<file path="src/rtl/fpga_cfg_pkg.sv">
package fpga_cfg_pkg;

  typedef enum logic [3:0] {
    S_IDLE, S_PROG, S_RDY, S_REQ, S_LO, S_HI, S_STL_LO, S_STL_HI,
    S_END, S_DN_LO, S_DN_HI, S_RB_PARK, S_RB_LO, S_RB_HI, S_RB_ELO, S_RB_EHI
  } cfg_state_e;

  typedef enum logic [1:0] {G_NONE, G_RDY, G_STALL, G_DONE} wait_grp_e;

  // watchdog group of a state; a group change restarts the watchdog
  function automatic wait_grp_e grp_of(cfg_state_e s);
    unique case (s)
      S_RDY:                    return G_RDY;
      S_STL_LO, S_STL_HI:       return G_STALL;
      S_END, S_DN_LO, S_DN_HI:  return G_DONE;
      default:                  return G_NONE;
    endcase
  endfunction

endpackage

</file>
<file path="src/rtl/fpga_cfg_pace.sv">
module fpga_cfg_pace #(
  parameter int HALF_CYC = 3
) (
  input  logic clk_i,
  input  logic rst_ni,
  input  logic clr_i,
  output logic tick_o
);
  localparam int PW = (HALF_CYC > 1) ? $clog2(HALF_CYC) : 1;

  logic [PW-1:0] cnt_q;

  assign tick_o = (cnt_q == PW'(HALF_CYC - 1));

  always_ff @(posedge clk_i or negedge rst_ni) begin
    if (!rst_ni)               cnt_q <= '0;
    else if (clr_i || tick_o)  cnt_q <= '0;
    else                       cnt_q <= cnt_q + PW'(1);
  end

  // a restarted phase never ticks at once unless the phase is one cycle
  p_tick_after_clr_r4: assert property (@(posedge clk_i) disable iff (!rst_ni)
    (clr_i && HALF_CYC > 1) |=> !tick_o)
    else $error("pace tick right after restart");

endmodule

</file>
<file path="src/rtl/fpga_cfg_wdog.sv">
module fpga_cfg_wdog #(
  parameter int TMO_CYC = 2500000
) (
  input  logic clk_i,
  input  logic rst_ni,
  input  logic en_i,
  input  logic clr_i,
  output logic exp_o
);
  localparam int TW = $clog2(TMO_CYC + 1);

  logic [TW-1:0] cnt_q;

  assign exp_o = (cnt_q == TW'(TMO_CYC));

  always_ff @(posedge clk_i or negedge rst_ni) begin
    if (!rst_ni)              cnt_q <= '0;
    else if (!en_i || clr_i)  cnt_q <= '0;
    else if (!exp_o)          cnt_q <= cnt_q + TW'(1);
  end

  p_exp_needs_wait_r7: assert property (@(posedge clk_i) disable iff (!rst_ni)
    exp_o |-> $past(en_i))
    else $error("watchdog expired outside a wait");

endmodule

</file>
<file path="src/rtl/fpga_cfg_bus.sv">
module fpga_cfg_bus (
  input  logic       clk_i,
  input  logic       rst_ni,
  input  logic       ld_i,
  input  logic [7:0] din_i,
  input  logic       cap_i,
  input  logic [7:0] pin_i,
  output logic [7:0] dout_o,
  output logic [7:0] rdata_o,
  output logic       rvalid_o
);
  always_ff @(posedge clk_i or negedge rst_ni) begin
    if (!rst_ni) begin
      dout_o   <= '0;
      rdata_o  <= '0;
      rvalid_o <= 1'b0;
    end else begin
      if (ld_i)  dout_o  <= din_i;
      if (cap_i) rdata_o <= pin_i;
      rvalid_o <= cap_i;
    end
  end

  p_rvalid_pulse_r8: assert property (@(posedge clk_i) disable iff (!rst_ni)
    rvalid_o |=> !rvalid_o)
    else $error("readback strobe longer than one cycle");

endmodule

</file>
<file path="src/rtl/fpga_cfg_master.sv">
module fpga_cfg_master
  import fpga_cfg_pkg::*;
#(
  parameter int LEN_W      = 16,
  parameter int HALF_CYC   = 3,
  parameter int TMO_CYC    = 2500000,
  parameter int CHECK_BUSY = 1
) (
  input  logic             clk_i,
  input  logic             rst_ni,
  input  logic             start_i,
  input  logic             rb_mode_i,
  input  logic [LEN_W-1:0] len_i,
  input  logic [7:0]       src_data_i,
  input  logic             src_valid_i,
  output logic             src_ready_o,
  output logic [7:0]       snk_data_o,
  output logic             snk_valid_o,
  output logic             act_o,
  output logic             ok_o,
  output logic             abort_o,
  output logic             cfg_prog_o,
  input  logic             cfg_init_i,
  input  logic             cfg_busy_i,
  input  logic             cfg_done_i,
  output logic             cfg_cs_o,
  output logic             cfg_wr_o,
  output logic             cfg_cclk_o,
  output logic [7:0]       cfg_dq_o,
  output logic             cfg_dq_oe_o,
  input  logic [7:0]       cfg_dq_i
);
  localparam logic [LEN_W-1:0] ONE = LEN_W'(1);
  localparam int LW = $clog2(HALF_CYC + 2);

  cfg_state_e       state_q, state_d;
  logic [LEN_W-1:0] rem_q;
  logic             ok_q, abort_q;
  logic             tick, wd_exp, busy_seen;
  logic             ld, cap, fin, abt, take;

  generate
    if (CHECK_BUSY != 0) begin : g_busy
      assign busy_seen = cfg_busy_i;
    end else begin : g_nobusy
      assign busy_seen = 1'b0;
    end
  endgenerate

  fpga_cfg_pace #(.HALF_CYC(HALF_CYC)) u_pace (
    .clk_i  (clk_i),
    .rst_ni (rst_ni),
    .clr_i  (state_d != state_q),
    .tick_o (tick)
  );

  fpga_cfg_wdog #(.TMO_CYC(TMO_CYC)) u_wdog (
    .clk_i  (clk_i),
    .rst_ni (rst_ni),
    .en_i   (grp_of(state_q) != G_NONE),
    .clr_i  (grp_of(state_d) != grp_of(state_q)),
    .exp_o  (wd_exp)
  );

  fpga_cfg_bus u_bus (
    .clk_i    (clk_i),
    .rst_ni   (rst_ni),
    .ld_i     (ld),
    .din_i    (src_data_i),
    .cap_i    (cap),
    .pin_i    (cfg_dq_i),
    .dout_o   (cfg_dq_o),
    .rdata_o  (snk_data_o),
    .rvalid_o (snk_valid_o)
  );

  assign take = (state_q == S_IDLE) && start_i;

  always_comb begin
    state_d = state_q;
    ld  = 1'b0;
    cap = 1'b0;
    fin = 1'b0;
    abt = 1'b0;
    unique case (state_q)
      S_IDLE:    if (start_i) state_d = rb_mode_i ? S_RB_PARK : S_PROG;
      S_PROG:    if (tick) state_d = S_RDY;
      S_RDY: begin
        if (cfg_init_i && !cfg_busy_i) state_d = (rem_q == '0) ? S_END : S_REQ;
        else if (wd_exp) begin state_d = S_IDLE; abt = 1'b1; end
      end
      S_REQ: if (src_valid_i) begin state_d = S_LO; ld = 1'b1; end
      S_LO:  if (tick) state_d = S_HI;
      S_HI, S_STL_HI: begin
        if (state_q == S_STL_HI && wd_exp) begin state_d = S_IDLE; abt = 1'b1; end
        else if (tick) begin
          if (busy_seen)          state_d = S_STL_LO;
          else if (rem_q == '0)   state_d = S_END;
          else                    state_d = S_REQ;
        end
      end
      S_STL_LO: begin
        if (wd_exp) begin state_d = S_IDLE; abt = 1'b1; end
        else if (tick) state_d = S_STL_HI;
      end
      S_END, S_DN_HI: begin
        if (tick && cfg_done_i) begin state_d = S_IDLE; fin = 1'b1; end
        else if (wd_exp) begin state_d = S_IDLE; abt = 1'b1; end
        else if (tick) state_d = S_DN_LO;
      end
      S_DN_LO: begin
        if (wd_exp) begin state_d = S_IDLE; abt = 1'b1; end
        else if (tick) state_d = S_DN_HI;
      end
      S_RB_PARK: if (tick) state_d = (rem_q == '0) ? S_RB_ELO : S_RB_LO;
      S_RB_LO:   if (tick) state_d = S_RB_HI;
      S_RB_HI: if (tick) begin
        cap = 1'b1;
        state_d = (rem_q == ONE) ? S_RB_ELO : S_RB_LO;
      end
      S_RB_ELO:  if (tick) state_d = S_RB_EHI;
      S_RB_EHI:  if (tick) begin state_d = S_IDLE; fin = 1'b1; end
      default:   state_d = S_IDLE;
    endcase
  end

  always_ff @(posedge clk_i or negedge rst_ni) begin
    if (!rst_ni) begin
      state_q <= S_IDLE;
      rem_q   <= '0;
      ok_q    <= 1'b0;
      abort_q <= 1'b0;
    end else begin
      state_q <= state_d;
      if (take)            rem_q <= len_i;
      else if (ld || cap)  rem_q <= rem_q - ONE;
      if (take) begin
        ok_q    <= 1'b0;
        abort_q <= 1'b0;
      end else begin
        if (fin) ok_q    <= 1'b1;
        if (abt) abort_q <= 1'b1;
      end
    end
  end

  // pins decoded from the state register
  assign act_o       = (state_q != S_IDLE);
  assign ok_o        = ok_q;
  assign abort_o     = abort_q;
  assign src_ready_o = (state_q == S_REQ);
  assign cfg_prog_o  = (state_q == S_PROG);
  assign cfg_cs_o    = state_q inside {S_REQ, S_LO, S_HI, S_STL_LO, S_STL_HI,
                                       S_RB_PARK, S_RB_LO, S_RB_HI};
  assign cfg_wr_o    = state_q inside {S_REQ, S_LO, S_HI, S_STL_LO, S_STL_HI, S_END};
  assign cfg_cclk_o  = !(state_q inside {S_LO, S_STL_LO, S_DN_LO, S_RB_LO, S_RB_ELO});
  assign cfg_dq_oe_o = state_q inside {S_LO, S_HI, S_STL_LO, S_STL_HI};

  // low-phase length observer for the clock-rate check
  logic [LW-1:0] lo_run_q;
  always_ff @(posedge clk_i or negedge rst_ni) begin
    if (!rst_ni)                          lo_run_q <= '0;
    else if (cfg_cclk_o)                  lo_run_q <= '0;
    else if (lo_run_q != LW'(HALF_CYC+1)) lo_run_q <= lo_run_q + LW'(1);
  end

  p_cclk_low_width_r4: assert property (@(posedge clk_i) disable iff (!rst_ni)
    ($rose(cfg_cclk_o) && !abort_o) |-> (lo_run_q == LW'(HALF_CYC)))
    else $error("configuration clock low phase width");

  p_data_stable_r4: assert property (@(posedge clk_i) disable iff (!rst_ni)
    ($rose(cfg_cclk_o) && cfg_dq_oe_o) |-> $stable(cfg_dq_o))
    else $error("data changed at rising clock edge");

  p_ready_before_sel_r2: assert property (@(posedge clk_i) disable iff (!rst_ni)
    ($rose(cfg_cs_o) && cfg_wr_o) |-> ($past(cfg_init_i) && !$past(cfg_busy_i)))
    else $error("select raised before device ready");

  p_abort_quiet_r7: assert property (@(posedge clk_i) disable iff (!rst_ni)
    abort_o |-> (!cfg_cs_o && !cfg_wr_o && !cfg_dq_oe_o))
    else $error("pins active while abort latched");

  p_cs_before_wr_r6: assert property (@(posedge clk_i) disable iff (!rst_ni)
    ($fell(cfg_wr_o) && !abort_o) |-> $past(!cfg_cs_o))
    else $error("write released before select");

  p_status_excl_r6: assert property (@(posedge clk_i) disable iff (!rst_ni)
    !(ok_o && abort_o))
    else $error("ok and abort both set");

  p_rb_no_drive_r8: assert property (@(posedge clk_i) disable iff (!rst_ni)
    snk_valid_o |-> (!cfg_wr_o && !cfg_dq_oe_o))
    else $error("bus driven during readback");

endmodule

</file>
<file path="config.mk">
export PLATFORM = sky130hd
export DESIGN_NAME = fpga_cfg_master
export DESIGN_NICKNAME = d
export VERILOG_FILES = /design/src/rtl/fpga_cfg_pkg.sv /design/src/rtl/fpga_cfg_pace.sv /design/src/rtl/fpga_cfg_wdog.sv /design/src/rtl/fpga_cfg_bus.sv /design/src/rtl/fpga_cfg_master.sv
export SDC_FILE = /design/constraint.sdc
export NUM_CORES = 1
export LEC_CHECK = 0
export BUFFER_PORTS_ARGS = -buffer_cell sky130_fd_sc_hd__buf_2
export CAP_MARGIN = 20
export CELL_PAD_IN_SITES_DETAIL_PLACEMENT = 2
export CELL_PAD_IN_SITES_GLOBAL_PLACEMENT = 2
export CORE_ASPECT_RATIO = 0.5
export CORE_MARGIN = 8
export CORE_UTILIZATION = 38
export DETAILED_ROUTE_END_ITERATION = 10
export PLACE_DENSITY_LB_ADDON = 0.15
export SLEW_MARGIN = 15
export SYNTH_ARGS = -nofsm -noshare
export SYNTH_HDL_FRONTEND = slang
export SYNTH_HIERARCHICAL = 1
export SYNTH_SLANG_ARGS = --single-unit
</file>
<file path="constraint.sdc">
create_clock -name clk_i -period 5.9 [get_ports clk_i]
set_input_delay 0.59 -clock clk_i [delete_from_list [all_inputs] [get_ports clk_i]]
set_output_delay 0.59 -clock clk_i [all_outputs]
set_load 0.03 [all_outputs]
</file>
==> qor.txt, run 1 <==
Status: completed
Layout cell share with drive strength beyond 1: 0.256
Slew headroom: 0.287
Critical path required time: 6120 ps
Max_cap viols: 0
Slew Viols, Final: 0
Post_cts resized: 0
Maximum vdd drop: 0.192 mV
Ys Warns: 6
Layout area overhead: 17.4%
Htree depth: 3
CTS tree: done
Net Count, Synth: 453
Hold_ws: 439 ps
CTS Hold Buffers Added: 0
Core area: 10100 um2
Port bufs: 65
Routed wire length per instance: 19.7 um
DRT Pass-1 Iters: 4
DIE AREA: 13900 um2
Pwr/cell area: 487 nW/um2
Crit path DAT: 4950 ps
Total length of routed wires: 11.9 mm
Final Setup Violations: 0
Fraction of registers with async set/reset: 1.00
Avg Synthesized Cell Area: 9.54 um2
HP Class: in2async
Most common cell after layout, fill and taps aside: buf_2
Antenna violations before repair: 0
Worst-case clock buffer depth: 2
HPWL Detailed: 8.46 mm
Sink Count: 63
Clk pin slew, worst setup/hold paths: 50 ps
Most frequent cells in the layout: buf_2, dfrtp_1, nor2_1, nand2_1, o21ai_0
CTS root buf: clkbuf_16
Netlist cell types: 69
Filler cells: 1105
Leakage: 2.03 nW
Initial Util: 0.386
CP Launch Type: flip-flop
Fmax: 211 MHz
Worst R2R Setup Slack: 1170 ps
Fin. Hold Viols: 0
FP Rows: 26
Synth Flop Type: dfrtp_1
Period minus WS final: 4730 ps
Post-route ant nets: 0
Crit path max fanout: 21
Antenna cells: 0
Number of synthesized register bits: 63
Routability cong.: 0.822
Kind of critical path: reg2reg
Worst-Margin Slew: 1070 ps
GR Overflow Total: 0
Die width: 159 um
Initial DRC Count: 168
DR DRC count: 0
I/O pin total: 66
Final worst-path cycle share: 0.802
Mapped Cells: 408
Nature of the critical path endpoint: flip-flop
Largest net degree at the start of global routing: 64
# Post-CTS Setup Buffers: 0
CTS Buf Count: 9
Vias in the first global route: 3854
RSZ-0062 raised after global routing: no
Via density: 5.44
Sequential element share of the synthesized area: 0.405
Routed via count: 3291
Mapped cell area: 3890 um2
Setup Skew: 6.93 ps
Final net count: 506
Setup TNS: 0 ps
Clk Latency, worst-skew pair: 340 ps
Tot GR Track Use: 0.180
Number of synthesized flops with an enable pin: 0
First-pass GRT wire length: 20.2 mm
Die Y-Extent: 87.6 um
## path summary, 6_finish.rpt
kind                                              from                      endpoint  cells after the start
setup reg to reg           u_wdog/cnt_q[2]$_DFFE_PN0P_  u_wdog/cnt_q[20]$_DFFE_PN0P_                     13
setup / recovery           u_wdog/cnt_q[2]$_DFFE_PN0P_  u_wdog/cnt_q[20]$_DFFE_PN0P_                     13
hold reg to reg              u_pace/cnt_q[0]$_DFF_PN0_     u_pace/cnt_q[0]$_DFF_PN0_                      1
min in group clk_i                           len_i[12]         rem_q[12]$_DFFE_PN0P_                      3
max in group asynchronous                       rst_ni  u_bus/rdata_o[5]$_DFFE_PN0P_                      2
hold / removal                                  rst_ni   u_wdog/cnt_q[5]$_DFFE_PN0P_                      2
## sequential cells by signal (all words and copies together), names as in the netlist
| register | count |
|---|---|
| u_pace/cnt_q | 2 |
| state_q | 4 |
| u_bus/dout_o | 8 |
| u_bus/rvalid_o | 1 |
| u_bus/rdata_o | 8 |
| abort_o | 1 |
| rem_q | 16 |
| u_wdog/cnt_q | 22 |
| ok_o | 1 |
## cells by family after synthesis
| logic type | after synthesis | synth area share |
|---|---|---|
| compound gates | 78 | 0.135 |
| simple gates | 174 | 0.260 |
| buf+inv | 40 | 0.0492 |
| mux | 20 | 0.0720 |
| fa+ha+maj | 5 | 0.0161 |
| flops | 63 | 0.405 |
| xor+xnor | 28 | 0.0630 |
## per-stage QoR
stage	setup WS [ps]	util	std cells	total power [mW]	cell area, um2
finish	1170	0.453	605	2.23	4570
global route	746	0.453	605	2.38	4570
CTS	1180	0.453	605	2.26	4570
detailed placement	1250	0.423	590	1.69	4270
global placement	1530	0.423	590	1.63	4270
floorplan	2530	-	408	1.42	3890
## power by group
group	internal (mW)	switching [mW]	leakage [nW]	total, mW
clock network	0.347	0.198	0.145	0.545
registers	0.549	0.196	0.834	0.745
logic	0.358	0.578	1.05	0.936
## cells in the mapped netlist, drive strengths merged (5+ instances only)
master,number,share of area
buf,16,0.025
nand3,14,0.018
xor2,6,0.013
a31oi,5,0.0080
nand2b,7,0.011
nor3,14,0.021
nand4,13,0.030
dfrtp,63,0.40
nand2,39,0.038
nor2,42,0.040
ha,5,0.016
o21ai,27,0.037
clkbuf,8,0.0090
inv,16,0.015
mux2,16,0.062
nor4,14,0.040
a21oi,18,0.023
nor2b,6,0.010
xnor2,22,0.049
## worst max-delay path: stages (launching register included)
cell and delay [ps]:
dfrtp_1 470, nor4b_1 480, nand4_1 270, nor2_1 660, or3b_4 280, o21ai_2 60
a2111oi_2 380, a311oi_1 100, o31ai_2 420, mux2i_1 230, o311a_1 200, nand2b_1 680
nor2_1 90, a41o_1 270
## area by class of cell
| cell class | count | area, um2 | area share |
|---|---|---|---|
| multi-input cells | 305 | 2130 | 0.465 |
| clock inverters | 3 | 42.5 | 0.00931 |
| flip-flops and latches | 63 | 1580 | 0.345 |
| well taps | 140 | 175 | 0.0383 |
| repair buffers | 66 | 333 | 0.0728 |
| clock buffers | 12 | 256 | 0.0561 |
| inverters | 16 | 60.1 | 0.0131 |
## per-layer routing
metal | up-vias | global-route usage | part of all wire
met5 | - | 0 | 0
met4 | 0 | 0.0552 | 0.012
met3 | 13 | 0.0455 | 0.027
met2 | 44 | 0.333 | 0.52
met1 | 1670 | 0.206 | 0.44
li1 | 1564 | - | -
No activity file was read; power rests on OpenSTA's default activity.
==> run 2: changes to the inputs <==
--- a/config.mk
+++ b/config.mk
@@ -11,7 +11,7 @@
 export CELL_PAD_IN_SITES_GLOBAL_PLACEMENT = 2
 export CORE_ASPECT_RATIO = 0.5
 export CORE_MARGIN = 8
-export CORE_UTILIZATION = 38
+export CORE_UTILIZATION = 32
 export DETAILED_ROUTE_END_ITERATION = 10
 export PLACE_DENSITY_LB_ADDON = 0.15
 export SLEW_MARGIN = 15
==> constraint.sdc (replaced) <==
create_clock -name clk_i -period 4.06 [get_ports clk_i]
set_input_delay 0.406 -clock clk_i [delete_from_list [all_inputs] [get_ports clk_i]]
set_output_delay 0.406 -clock clk_i [all_outputs]
set_load 0.03 [all_outputs]
==> run 2 against run 1 <==
Compared with the run above:
- via count increased by 0.46%
- worst hold slack worse by 330 ps
- final area up 3.1%
- combinational power up 56%
- critical path depth up 1
- first-iteration DRC count is 38% lower
- die area rose by 16%
- register-to-register slack lost 780 ps
- clock skew is 1.8 ps lower
- final cell count rose by 5.8%
==> qor.txt, run 2 (synthesis results as in run 1) <==
Status: completed
Final net count: 515
Worst path bufs/invs: 2
GR Overflow Total: 0
DIE AREA: 16200 um2
Max_cap viols: 0
Sink Count: 63
Sequential Area: 1580 um2
Final worst-path cycle share: 0.904
Maximum vdd drop: 0.232 mV
Delay-heaviest family, CP: simple AND/OR/NAND/NOR gates
Fin. Hold Viols: 0
Clk pin slew, worst setup/hold paths: 60 ps
Initial Util: 0.329
CP dominant cell by count: buf_4
Fmax: 272 MHz
Post-route ant nets: 0
Core area: 11800 um2
Sw frac: 0.416
Htree depth: 3
Critical path required time: 4270 ps
Filler cells: 1356
Die width: 172 um
Clk Latency, worst-skew pair: 340 ps
# Post-CTS Setup Buffers: 0
Pwr/cell area: 719 nW/um2
Post_cts resized: 0
HP Class: in2async
Period minus WS final: 3670 ps
Slew headroom: 0.328
Largest net degree at the start of global routing: 33
First-pass GRT wire length: 19.3 mm
FP Rows: 28
Largest Register: u_wdog/cnt_q
Layout cell share with drive strength beyond 1: 0.272
HPWL Detailed: 8.58 mm
Cells along the critical path: nor4bb_1 -> nand4_1 -> nor2_1 -> buf_4 -> o21ba_1 -> a2111oi_2 -> a31oi_1 -> nand2_1 -> o31ai_2 -> mux2i_1 -> o311a_1 -> nand2b_1 -> buf_4 -> a21oi_1
Leakage: 2.10 nW
Internal: 1.98 mW
DRT Pass-1 Iters: 4
Tot GR Track Use: 0.151
Die Y-Extent: 94 um
Kind of critical path: reg2reg
CTS Hold Buffers Added: 0
Worst-case clock buffer depth: 2
CTS root buf: clkbuf_16
Initial DRC Count: 104
Flip-flop count of the largest register after layout: 22
Setup Skew: 5.15 ps
Placed insts: 624
Layout area overhead: 21.0%
DR DRC count: 0
Routability cong.: 0.778
Sequential Power Share: 0.305
RR Startpoint: u_wdog/cnt_q[11]$_DFFE_PN0P_
Routed wire length per instance: 18.3 um
Antenna cells: 0
CP Launch Point: u_wdog/cnt_q[11]$_DFFE_PN0P_
I/O pin total: 66
Largest regs: u_wdog/cnt_q x22, rem_q x16
Final Setup Violations: 0
Slew Viols, Final: 0
Via density: 5.17
Most common cell after layout, fill and taps aside: buf_2
Port bufs: 65
Worst-Margin Slew: 1000 ps
Clk pwr share: 0.263
Crit path DAT: 3880 ps
Final Instance Count excl. Fillers: 640
Combinational power share: 0.431
CP Launch Type: flip-flop
RSZ-0062 raised after global routing: no
NetSw: 1.41 mW
Routed via count: 3306
Antenna violations before repair: 1
Setup TNS: 0 ps
CP max-delay cell: dfrtp_1
Vias in the first global route: 3664
Crit path max fanout: 10
Delay of the slowest critical-path stage: 470 ps
Most frequent cells in the layout: buf_2, dfrtp_1, nor2_1, nand2_1, o21ai_0
CTS Buf Count: 9
Multi-input logic area: 2130 um2
Total length of routed wires: 11.7 mm
CTS tree: done
Nature of the critical path endpoint: flip-flop
run 2: path summary, 6_finish.rpt:
check | endpoint | slack [ps] | cells past startpoint
hold / removal | u_wdog/cnt_q[3]$_DFFE_PN0P_ | 110 | 1
setup / recovery | u_wdog/cnt_q[2]$_DFFE_PN0P_ | 390 | 14
min in group clk_i | rem_q[13]$_DFFE_PN0P_ | 270 | 3
hold reg to reg | u_pace/cnt_q[0]$_DFF_PN0_ | 440 | 1
setup reg to reg | u_wdog/cnt_q[2]$_DFFE_PN0P_ | 390 | 14
max in group asynchronous | rem_q[7]$_DFFE_PN0P_ | 3150 | 2
run 2: routing by layer:
layer,vias up,wire length (um),track usage
met3,15,332,0.0415
met2,38,5590,0.253
met4,2,161,0.0506
met1,1669,5610,0.186
met5,-,13,0
li1,1582,-,-
run 2: final cells by class:
type	instances	area share
Multi-Input combinational cell	305	0.451
Inverter	16	0.0127
Tap cell	165	0.0438
Sequential cell	63	0.334
Clock buffer	14	0.0603
Clock inverter	2	0.0127
Timing Repair Buffer	75	0.0849
run 2: power by group through the flow:
stage | Clock (mW) | Sequential (mW) | Combinational, mW
4_1_cts | 0.916 | 1.04 | 1.49
3_3_place_gp | 0 | 1.04 | 1.44
6_report | 0.893 | 1.03 | 1.46
3_5_place_dp | 0 | 1.05 | 1.47
5_1_grt | 0.943 | 1.06 | 1.61
2_1_floorplan | 0 | 1.07 | 0.997
run 2: per-stage QoR:
| stage | hold slack, ps | setup WS (ps) | power [mW] | util | area, um2 |
|---|---|---|---|---|---|
| after floorplan | 110 | 689 | 2.07 | - | 3890 |
| after global placement | 435 | 530 | 2.48 | 0.369 | 4370 |
| after detailed placement | 437 | 397 | 2.52 | 0.369 | 4370 |
| after CTS | 129 | 343 | 3.44 | 0.398 | 4710 |
| after global routing | 162 | 46.5 | 3.61 | 0.398 | 4710 |
| final | 110 | 389 | 3.39 | 0.398 | 4710 |
